### config.mk
export PLATFORM = sky130hd
export DESIGN_NAME = spindle_seq
export DESIGN_NICKNAME = d
export VERILOG_FILES = /design/src/rtl/spindle_seq.sv
export SDC_FILE = /design/constraint.sdc
export NUM_CORES = 1
export LEC_CHECK = 0
export ABC_AREA = 1
export BUFFER_PORTS_ARGS = -buffer_cell sky130_fd_sc_hd__buf_2
export CORE_MARGIN = 1
export CORE_UTILIZATION = 53
export CTS_BUF_LIST = sky130_fd_sc_hd__clkbuf_8
export CTS_CLUSTER_SIZE = 24
export DETAILED_ROUTE_END_ITERATION = 8
export PLACE_DENSITY_LB_ADDON = 0.3
export SYNTH_ARGS = -nofsm -noshare
export SYNTH_HDL_FRONTEND = slang
export SYNTH_SLANG_ARGS = --single-unit
### constraint.sdc
create_clock -name clk -period 1.63 [get_ports clk]
set_input_delay 0.326 -clock clk [delete_from_list [all_inputs] [get_ports clk]]
set_output_delay 0.326 -clock clk [all_outputs]
set_load 0.005 [all_outputs]
### src/rtl/spindle_seq.sv
module spindle_seq #(
  parameter int PRESCALE      = 1000,
  parameter int SPINUP_TICKS  = 300,
  parameter int PURGE_TICKS   = 120,
  parameter int LOAD_TICKS    = 40,
  parameter int DRDY_TICKS    = 16,
  parameter int ROT_WIN_TICKS = 8
) (
  input  logic clk,
  input  logic rst_n,
  input  logic op_run,
  input  logic host_run,
  input  logic cart_in,
  input  logic speed_ok,
  input  logic pos_mode,
  input  logic wr_er_active,
  input  logic heads_retracted,
  input  logic rot_pulse,
  input  logic unit_sel,
  input  logic ext_emerg,
  input  logic xducer_fail,
  input  logic write_emerg,
  input  logic range_err,
  input  logic seek_time_err,
  input  logic disk_speed_err,
  input  logic power_clear,
  output logic start_pulse,
  output logic purge_o,
  output logic load_heads,
  output logic emerg_flag,
  output logic brake_en,
  output logic cart_lock,
  output logic relay_en,
  output logic load_or_purge_n,
  output logic safe_lamp,
  output logic run_lamp,
  output logic ready_lamp,
  output logic ready_o,
  output logic sel_ready,
  output logic dly_ready
);
  localparam int M1   = (SPINUP_TICKS > PURGE_TICKS) ? SPINUP_TICKS : PURGE_TICKS;
  localparam int M2   = (LOAD_TICKS > DRDY_TICKS) ? LOAD_TICKS : DRDY_TICKS;
  localparam int MAXT = (M1 > M2) ? M1 : M2;
  localparam int CW   = $clog2(MAXT + 1);
  localparam int PW   = $clog2(PRESCALE + 1);
  localparam int RW   = $clog2(ROT_WIN_TICKS + 1);

  typedef enum logic [2:0] {
    S_IDLE, S_SPIN, S_PURGE, S_LOAD, S_READY, S_UNLOAD, S_BRAKE, S_EMERG
  } st_t;

  st_t st, nx;
  logic [PW-1:0] pre_q;
  logic [CW-1:0] dly_q, dly_ld;
  logic [RW-1:0] rot_q;
  logic tick, expired, rotating, req, active, fault;

  assign tick     = (pre_q == PW'(PRESCALE - 1));
  assign expired  = (dly_q == '0);
  assign rotating = (rot_q != RW'(ROT_WIN_TICKS));
  assign req      = op_run | host_run;
  assign active   = st inside {S_SPIN, S_PURGE, S_LOAD, S_READY, S_UNLOAD};
  assign fault    = ext_emerg | xducer_fail | write_emerg | range_err | seek_time_err |
                    power_clear | (st == S_READY && disk_speed_err);

  always_comb begin
    nx = st;
    if (active && fault) nx = S_EMERG;
    else case (st)
      S_IDLE:   if (req && cart_in) nx = S_SPIN;
      S_SPIN:   if (!req) nx = S_UNLOAD;
                else if (speed_ok) nx = S_PURGE;
                else if (expired) nx = S_EMERG;
      S_PURGE:  if (!req) nx = S_UNLOAD;
                else if (!speed_ok) nx = S_EMERG;
                else if (expired) nx = S_LOAD;
      S_LOAD:   if (!req) nx = S_UNLOAD;
                else if (pos_mode) nx = S_READY;
                else if (expired) nx = S_EMERG;
      S_READY:  if (!req) nx = S_UNLOAD;
      S_UNLOAD: if (!wr_er_active && heads_retracted) nx = S_BRAKE;
      S_BRAKE:  if (!rotating) nx = S_IDLE;
      S_EMERG:  if (heads_retracted) nx = S_BRAKE;
      default:  nx = S_IDLE;
    endcase
  end

  always_comb begin
    case (nx)
      S_SPIN:  dly_ld = CW'(SPINUP_TICKS);
      S_PURGE: dly_ld = CW'(PURGE_TICKS);
      S_LOAD:  dly_ld = CW'(LOAD_TICKS);
      S_READY: dly_ld = CW'(DRDY_TICKS);
      default: dly_ld = '0;
    endcase
  end

  always_ff @(posedge clk or negedge rst_n) begin
    if (!rst_n) begin
      st          <= S_IDLE;
      pre_q       <= '0;
      dly_q       <= '0;
      rot_q       <= RW'(ROT_WIN_TICKS);
      start_pulse <= 1'b0;
      emerg_flag  <= 1'b0;
    end else begin
      st          <= nx;
      pre_q       <= tick ? '0 : pre_q + 1'b1;
      start_pulse <= (st == S_IDLE) && (nx == S_SPIN);
      if (nx != st) dly_q <= dly_ld;
      else if (tick && !expired) dly_q <= dly_q - 1'b1;
      if (rot_pulse) rot_q <= '0;
      else if (tick && rotating) rot_q <= rot_q + 1'b1;
      if (nx == S_EMERG) emerg_flag <= 1'b1;
      else if (nx == S_IDLE) emerg_flag <= 1'b0;
    end
  end

  assign purge_o         = (st == S_PURGE);
  assign load_heads      = (st == S_LOAD) || (st == S_READY) || (st == S_UNLOAD && wr_er_active);
  assign load_or_purge_n = ~(purge_o | load_heads);
  assign brake_en        = (st == S_BRAKE);
  assign relay_en        = (st == S_EMERG);
  assign cart_lock       = rotating || (st != S_IDLE);
  assign safe_lamp       = ~cart_lock;
  assign run_lamp        = st inside {S_SPIN, S_PURGE, S_LOAD, S_READY};
  assign ready_o         = (st == S_READY);
  assign ready_lamp      = ready_o;
  assign sel_ready       = ready_o & unit_sel;
  assign dly_ready       = ready_o & expired;

  p_start_one_r1: assert property (@(posedge clk) disable iff (!rst_n)
    start_pulse |=> !start_pulse);
  p_no_cart_r2: assert property (@(posedge clk) disable iff (!rst_n)
    !cart_in |=> !start_pulse);
  p_relay_flag_r6: assert property (@(posedge clk) disable iff (!rst_n)
    relay_en |-> emerg_flag);
  p_wr_hold_r8: assert property (@(posedge clk) disable iff (!rst_n)
    (load_heads && wr_er_active) |=> (load_heads || emerg_flag || !wr_er_active));
  p_brake_retract_r9: assert property (@(posedge clk) disable iff (!rst_n)
    $rose(brake_en) |-> $past(heads_retracted));
  p_rot_lock_r10: assert property (@(posedge clk) disable iff (!rst_n)
    rot_pulse |=> cart_lock);
  p_dly_entry_r12: assert property (@(posedge clk) disable iff (!rst_n)
    $rose(ready_o) |-> !dly_ready);
endmodule

# After elaboration in Yosys (flattened, before gate mapping)
# Index checks and enable logic that the tools add are counted.
# Widths: inputs -> output; s select.
# classes
mul	0
add_sub_neg	3
eq_ne	15
n_lt_le_gt_ge	0
muxes	23
n_shift	0
n_reduce_logical	22
div_mod_pow	0
bitwise_logic	12
# op_table
op	n
$mux 3	14
$pmux 9 s4	1
$pmux 3 s8	1
$eq 3x3->1 const B	6
$mux 9	2
$eq 3x2->1 const B	4
$add 10x1->10 const B	1
$eq 10x10->1 const B	1
$mux 10	1
$logic_not 9->1	1
$sub 9x1->9 const B	1
$logic_and 1x1->1	8
$mux 4	2
$or 1x1->1	8
$eq 3x1->1 const B	2
$logic_not 3->1	2
$reduce_bool 2->1	3
$reduce_bool 5->1	1
$add 4x1->4 const B	1
$ne 4x4->1 const B	1
$reduce_bool 4->1	1
$logic_or 1x1->1	3
$ne 3x3->1	1
$reduce_bool 3->1	1
other kinds (4)	8
# word_totals
mem_bits_rw	0
mem_bits_ro	0
elab_cells	81
ff_bits	28
in_bits	18
output_inout_bits	14
mem_count	0
latch_bits	0

# Longest topological paths before layout
# logic_depth
word_depth	11
ltp_mapped	15
ltp_nobuf	15

# Worst setup path after synthesis
# Ideal clock, no wire load.
# synth_timing
kind	reg2reg
start	register rot_q[0]
end	register dly_q[6]
period_less_slack_ns	1.790
arrival_time_ns	1.671
slack_ns	-0.160
path_stages_with_launch	14
required_time_ns	1.512
setup_time_ns	0.118
n_path_buf	0
cell_sequence	dfrtp_1 -> inv_1 -> ha_1 -> nand2_1 -> nor2_1 -> nor2_1 -> nor2_2 -> nand2_1 -> nor2_2 -> nand4_2 -> nand2_4 -> nand4_4 -> nand3_1 -> nand2_1
# synth_between
elab_chain_len	7
word_cells_on_any_way	12
classes_between	eq/ne (6); mux (5); reduce/logical (1)
# synth_rtl
element	line_no	text
start: declaration	56	logic [RW-1:0] rot_q;
start signal: assignment	104	rot_q <= RW'(ROT_WIN_TICKS);
start signal: assignment	114	else if (tick && rotating) rot_q <= rot_q + 1'b1;
$ne 4x4->1 *	61	assign rotating = (rot_q != RW'(ROT_WIN_TICKS));
$mux 3 *	83	S_BRAKE: if (!rotating) nx = S_IDLE;
$pmux 3 s8 *	70	else case (st)
$mux 3 *	69	if (active && fault) nx = S_EMERG;
$eq 3x3->1 (tied with other cells)	90	case (nx)
$pmux 9 s4	90	
$mux 9	111	if (nx != st) dly_q <= dly_ld;
end signal: assignment	111	
end signal: assignment	112	else if (tick && !expired) dly_q <= dly_q - 1'b1;
end: declaration	55	logic [CW-1:0] dly_q, dly_ld;
# Every way passes the cells marked *; elsewhere a longest branch is shown, timed or not.
# A chain may end at the register's enable or synchronous reset.

# Worst setup path after layout
# layout_timing
start	register st[1]
end	register dly_q[1]
# layout_between
elab_chain_len	7
word_cells_on_any_way	30
classes_between	eq/ne (8); mux (16); bitwise (1); reduce/logical (5)
# layout_rtl
element	line_no	text
start: declaration	53	st_t st, nx;
start signal: assignment	108	st <= nx;
$mux 3 (tied with other cells)	74, 80	
$mux 3 (tied with other cells)	79	else if (pos_mode) nx = S_READY;
$mux 3 (tied with other cells)	78	S_LOAD: if (!req) nx = S_UNLOAD;
$pmux 3 s8 / $logic_and 1x1->1 (equally long branches)	70, 69	
$mux 3	69	
$ne 3x3->1 *	111	
$mux 9 / $reduce_bool 2->1 (equally long branches)	n/a	
# Marks and branches as above.

==> metrics.cfg <==
[timing]
clock.fmax_mhz=447
drv_slew=0
finalSetupViolations=27
skew_ns=0.0139
period_minus_slack_ns=2.24
worst_pin_slew_ns=0.664
relSlewSlack_pct=55.8
fin_ws_ns=-0.607
finalCritPeriodShare_pct=137
rsz0062_at_grt=yes
hold_violations=0

[setup_path]
rr_worst_depth=12
critPathLaunch=st[1]$_DFF_PN0_
endpoint_kind=register
worstSetupPathType=reg -> reg
cp-endpoint=dly_q[1]$_DFFE_PN0P_
r2r_start=st[1]$_DFF_PN0_
cp.arrival_ns=2.43
cp.required_ns=1.83
start_kind=register
reg2reg_slack_ns=-0.61
path_max_fanout=7
r2r_end=dly_q[1]$_DFFE_PN0P_

[clock_network]
clock_sinks=28
tritoncts=done
cts_inserted_buffers=3
clkSlewWorstSetupHoldPaths_ns=0.11
cts_buffer_depth=2
insertion_delay_ns=0.29
htreeDepth=1
clockRootBuffer=clkbuf_8

[power]
p_sw_mw=3.42
leakage_nw=1.63
clock_power_share_pct=6.2
seqPwrFrac_pct=15.2
p_comb_share_pct=78.7
power_density_mw_per_mm2=2020
sw_frac_of_total_pct=52.5
internal_power_mw=3.09
peakVddDrop_mv=1.01

[grt]
grt_pass1_vias=2315
grt_max_degree=29
globalRouteOverflowTotal=0
grt_pass1_wl_microns=10200
grt_usage_pct=33.7
antenna_found_initial=0

[synthesis]
synth_seq_area_share_pct=36.0
synth-edff-count=0
ys.flop_type=dfrtp_1
synth_largest_area_cell=dfrtp_1
yosys-top-cells-area=dfrtp_1 35%, nand2_1 13%, inv_1 8.1%, nor2_1 7.3%, nand3_1 5.1%
synth_cell_types=33
synthCells=275
ys_ff_latch=28
syn-cell-area_sq_mm=0.00195
netlist.area_leader.share_pct=34.7
syn_nets=298
yosys_warnings=0
avgSynthCellArea_sq_um=7.09
synthArstFlopShare_pct=100

[placed_design]
place_congestion=0.895
dp_hpwl_microns=3750
place_area_sq_mm=0.00257
io_buffers=31
dpl_worst_slack_ns=-0.330

[route]
avgRoutedWirePerCell_microns=21.8
vias=2781
drc_errors=0
ant_nets=0
first_pass_iters=7
vias_per_cell=6.36
drt_iter0_drc=357
wirelength_microns=9510

[die]
start_util_pct=56.6
die_area_sq_mm=0.00392
fp.coreArea_sq_mm=0.00344
die_width_microns=62.6
num_rows=21
die_height_microns=62.6
io_pins=32

[layout]
area_growth_pct=65.5
fin_util_pct=93.7
layout_commonest_cell=buf_4
diodes=0
drive_gt1_share_pct=52.2
final_nets=415
mostFrequentLayoutCells=69 x buf_4, 49 x nand2_1, 32 x inv_1
design_area_sq_mm=0.00323

[flow_run]
maxCapViolCount=0

[run_status]
outcome=complete, but fails checks
violations=setup timing

[hold_path]
min_path_type=in -> async

==> through the flow <==
step           std cells  TNS, ns  hold slack (ns)  power, mW
6_report             437    -8.66           0.0483       6.51
5_1_grt              437   -11.05           0.0955       6.77
4_1_cts              421    -2.97           0.0669       4.87
3_5_place_dp         406    -2.82            0.376       4.03
3_3_place_gp         406    -1.96            0.384       3.95
2_1_floorplan        275   -0.902           0.0304       2.87
==> worst min-delay path by stage <==
stage / end / depth (start not counted) / slack, ns / start
4_1_cts: start_pulse$_DFF_PN0_ / 1 / 0.07 / rst_n
3_5_place_dp: start_pulse$_DFF_PN0_ / 1 / 0.38 / rst_n
3_3_place_gp: start_pulse$_DFF_PN0_ / 1 / 0.38 / rst_n
5_1_grt: start_pulse$_DFF_PN0_ / 1 / 0.1 / rst_n
6_report: start_pulse$_DFF_PN0_ / 1 / 0.05 / rst_n
2_1_floorplan: dly_q[0]$_DFFE_PN0P_ / 0 / 0.03 / rst_n
==> synth_stat cells (2+ instances only) <==
cell and count:
buf_6 2, nor2_2 5, nand2_2 3, ha_1 5, a21oi_1 11, dfrtp_1 27, nor2_1 38, o21ai_0 6
o21ai_1 3, inv_2 3, nor3_1 6, xor2_1 8, nand2_4 3, inv_1 42, nand3_1 20, nand3b_1 2
nand3_2 2, nand2_1 67, nand4_1 8
==> per-layer routing <==
metal  global-route usage, %  vias up  routed length (microns)
met2                    60.5      287                     4320
met5                       0        -                        0
met3                    5.66      112                      967
met4                    18.9        0                      976
li1                        -     1110                        -
met1                    37.4     1272                     3240
==> flip-flops by register name, summed over array words and instances (netlist names) <==
register and count:
rot_q 4, pre_q 10, emerg_flag 1, dly_q 9, st 3, start_pulse 1
==> cells by family after synthesis <==
family / synth area share, %
AND/OR/NAND/NOR: 39.4
buffers and inverters: 10.5
flip-flops: 36.0
AO/OA/AOI/OAI: 7.25
XOR/XNOR: 3.59
adder cells (fa/ha/maj): 3.21
==> power groups by stage <==
stage / clock network, mW / registers [mW] / logic (mW)
after floorplan: 0 / 0.914 / 1.96
after global placement: 0 / 0.948 / 3.01
after detailed placement: 0 / 0.951 / 3.08
after CTS: 0.388 / 0.950 / 3.53
after global routing: 0.418 / 0.994 / 5.35
final: 0.402 / 0.988 / 5.12
==> worst max-delay path: stages (launching register included) <==
cell	delay, ns
dfrtp_2	0.45
buf_12	0.15
nand2_2	0.11
nor2_4	0.07
nand2_1	0.08
nand3_1	0.15
nor2_2	0.18
nand4_1	0.22
nand2_4	0.23
nand3_4	0.17
nor2_1	0.15
nand2_1	0.07
o21ai_1	0.13
==> cell type report <==
class / instances / area [sq um]
fillers: 109 / 215
well taps: 46 / 57.6
flip-flops and latches: 28 / 706
clock inverters: 1 / 3.75
clock buffers: 3 / 41.3
repair buffers: 113 / 835
inverters: 46 / 190
multi-input cells: 200 / 1390
==> timing repair <==
item                                    CTS  global route
resized for setup                        51            60
buffers inserted                         10            18
hold buffers                              0             0
pin swaps                                10            29
endpoints found under the setup margin   23            29
gates cloned                              1             1
No activity file was read; power rests on OpenSTA's default activity.
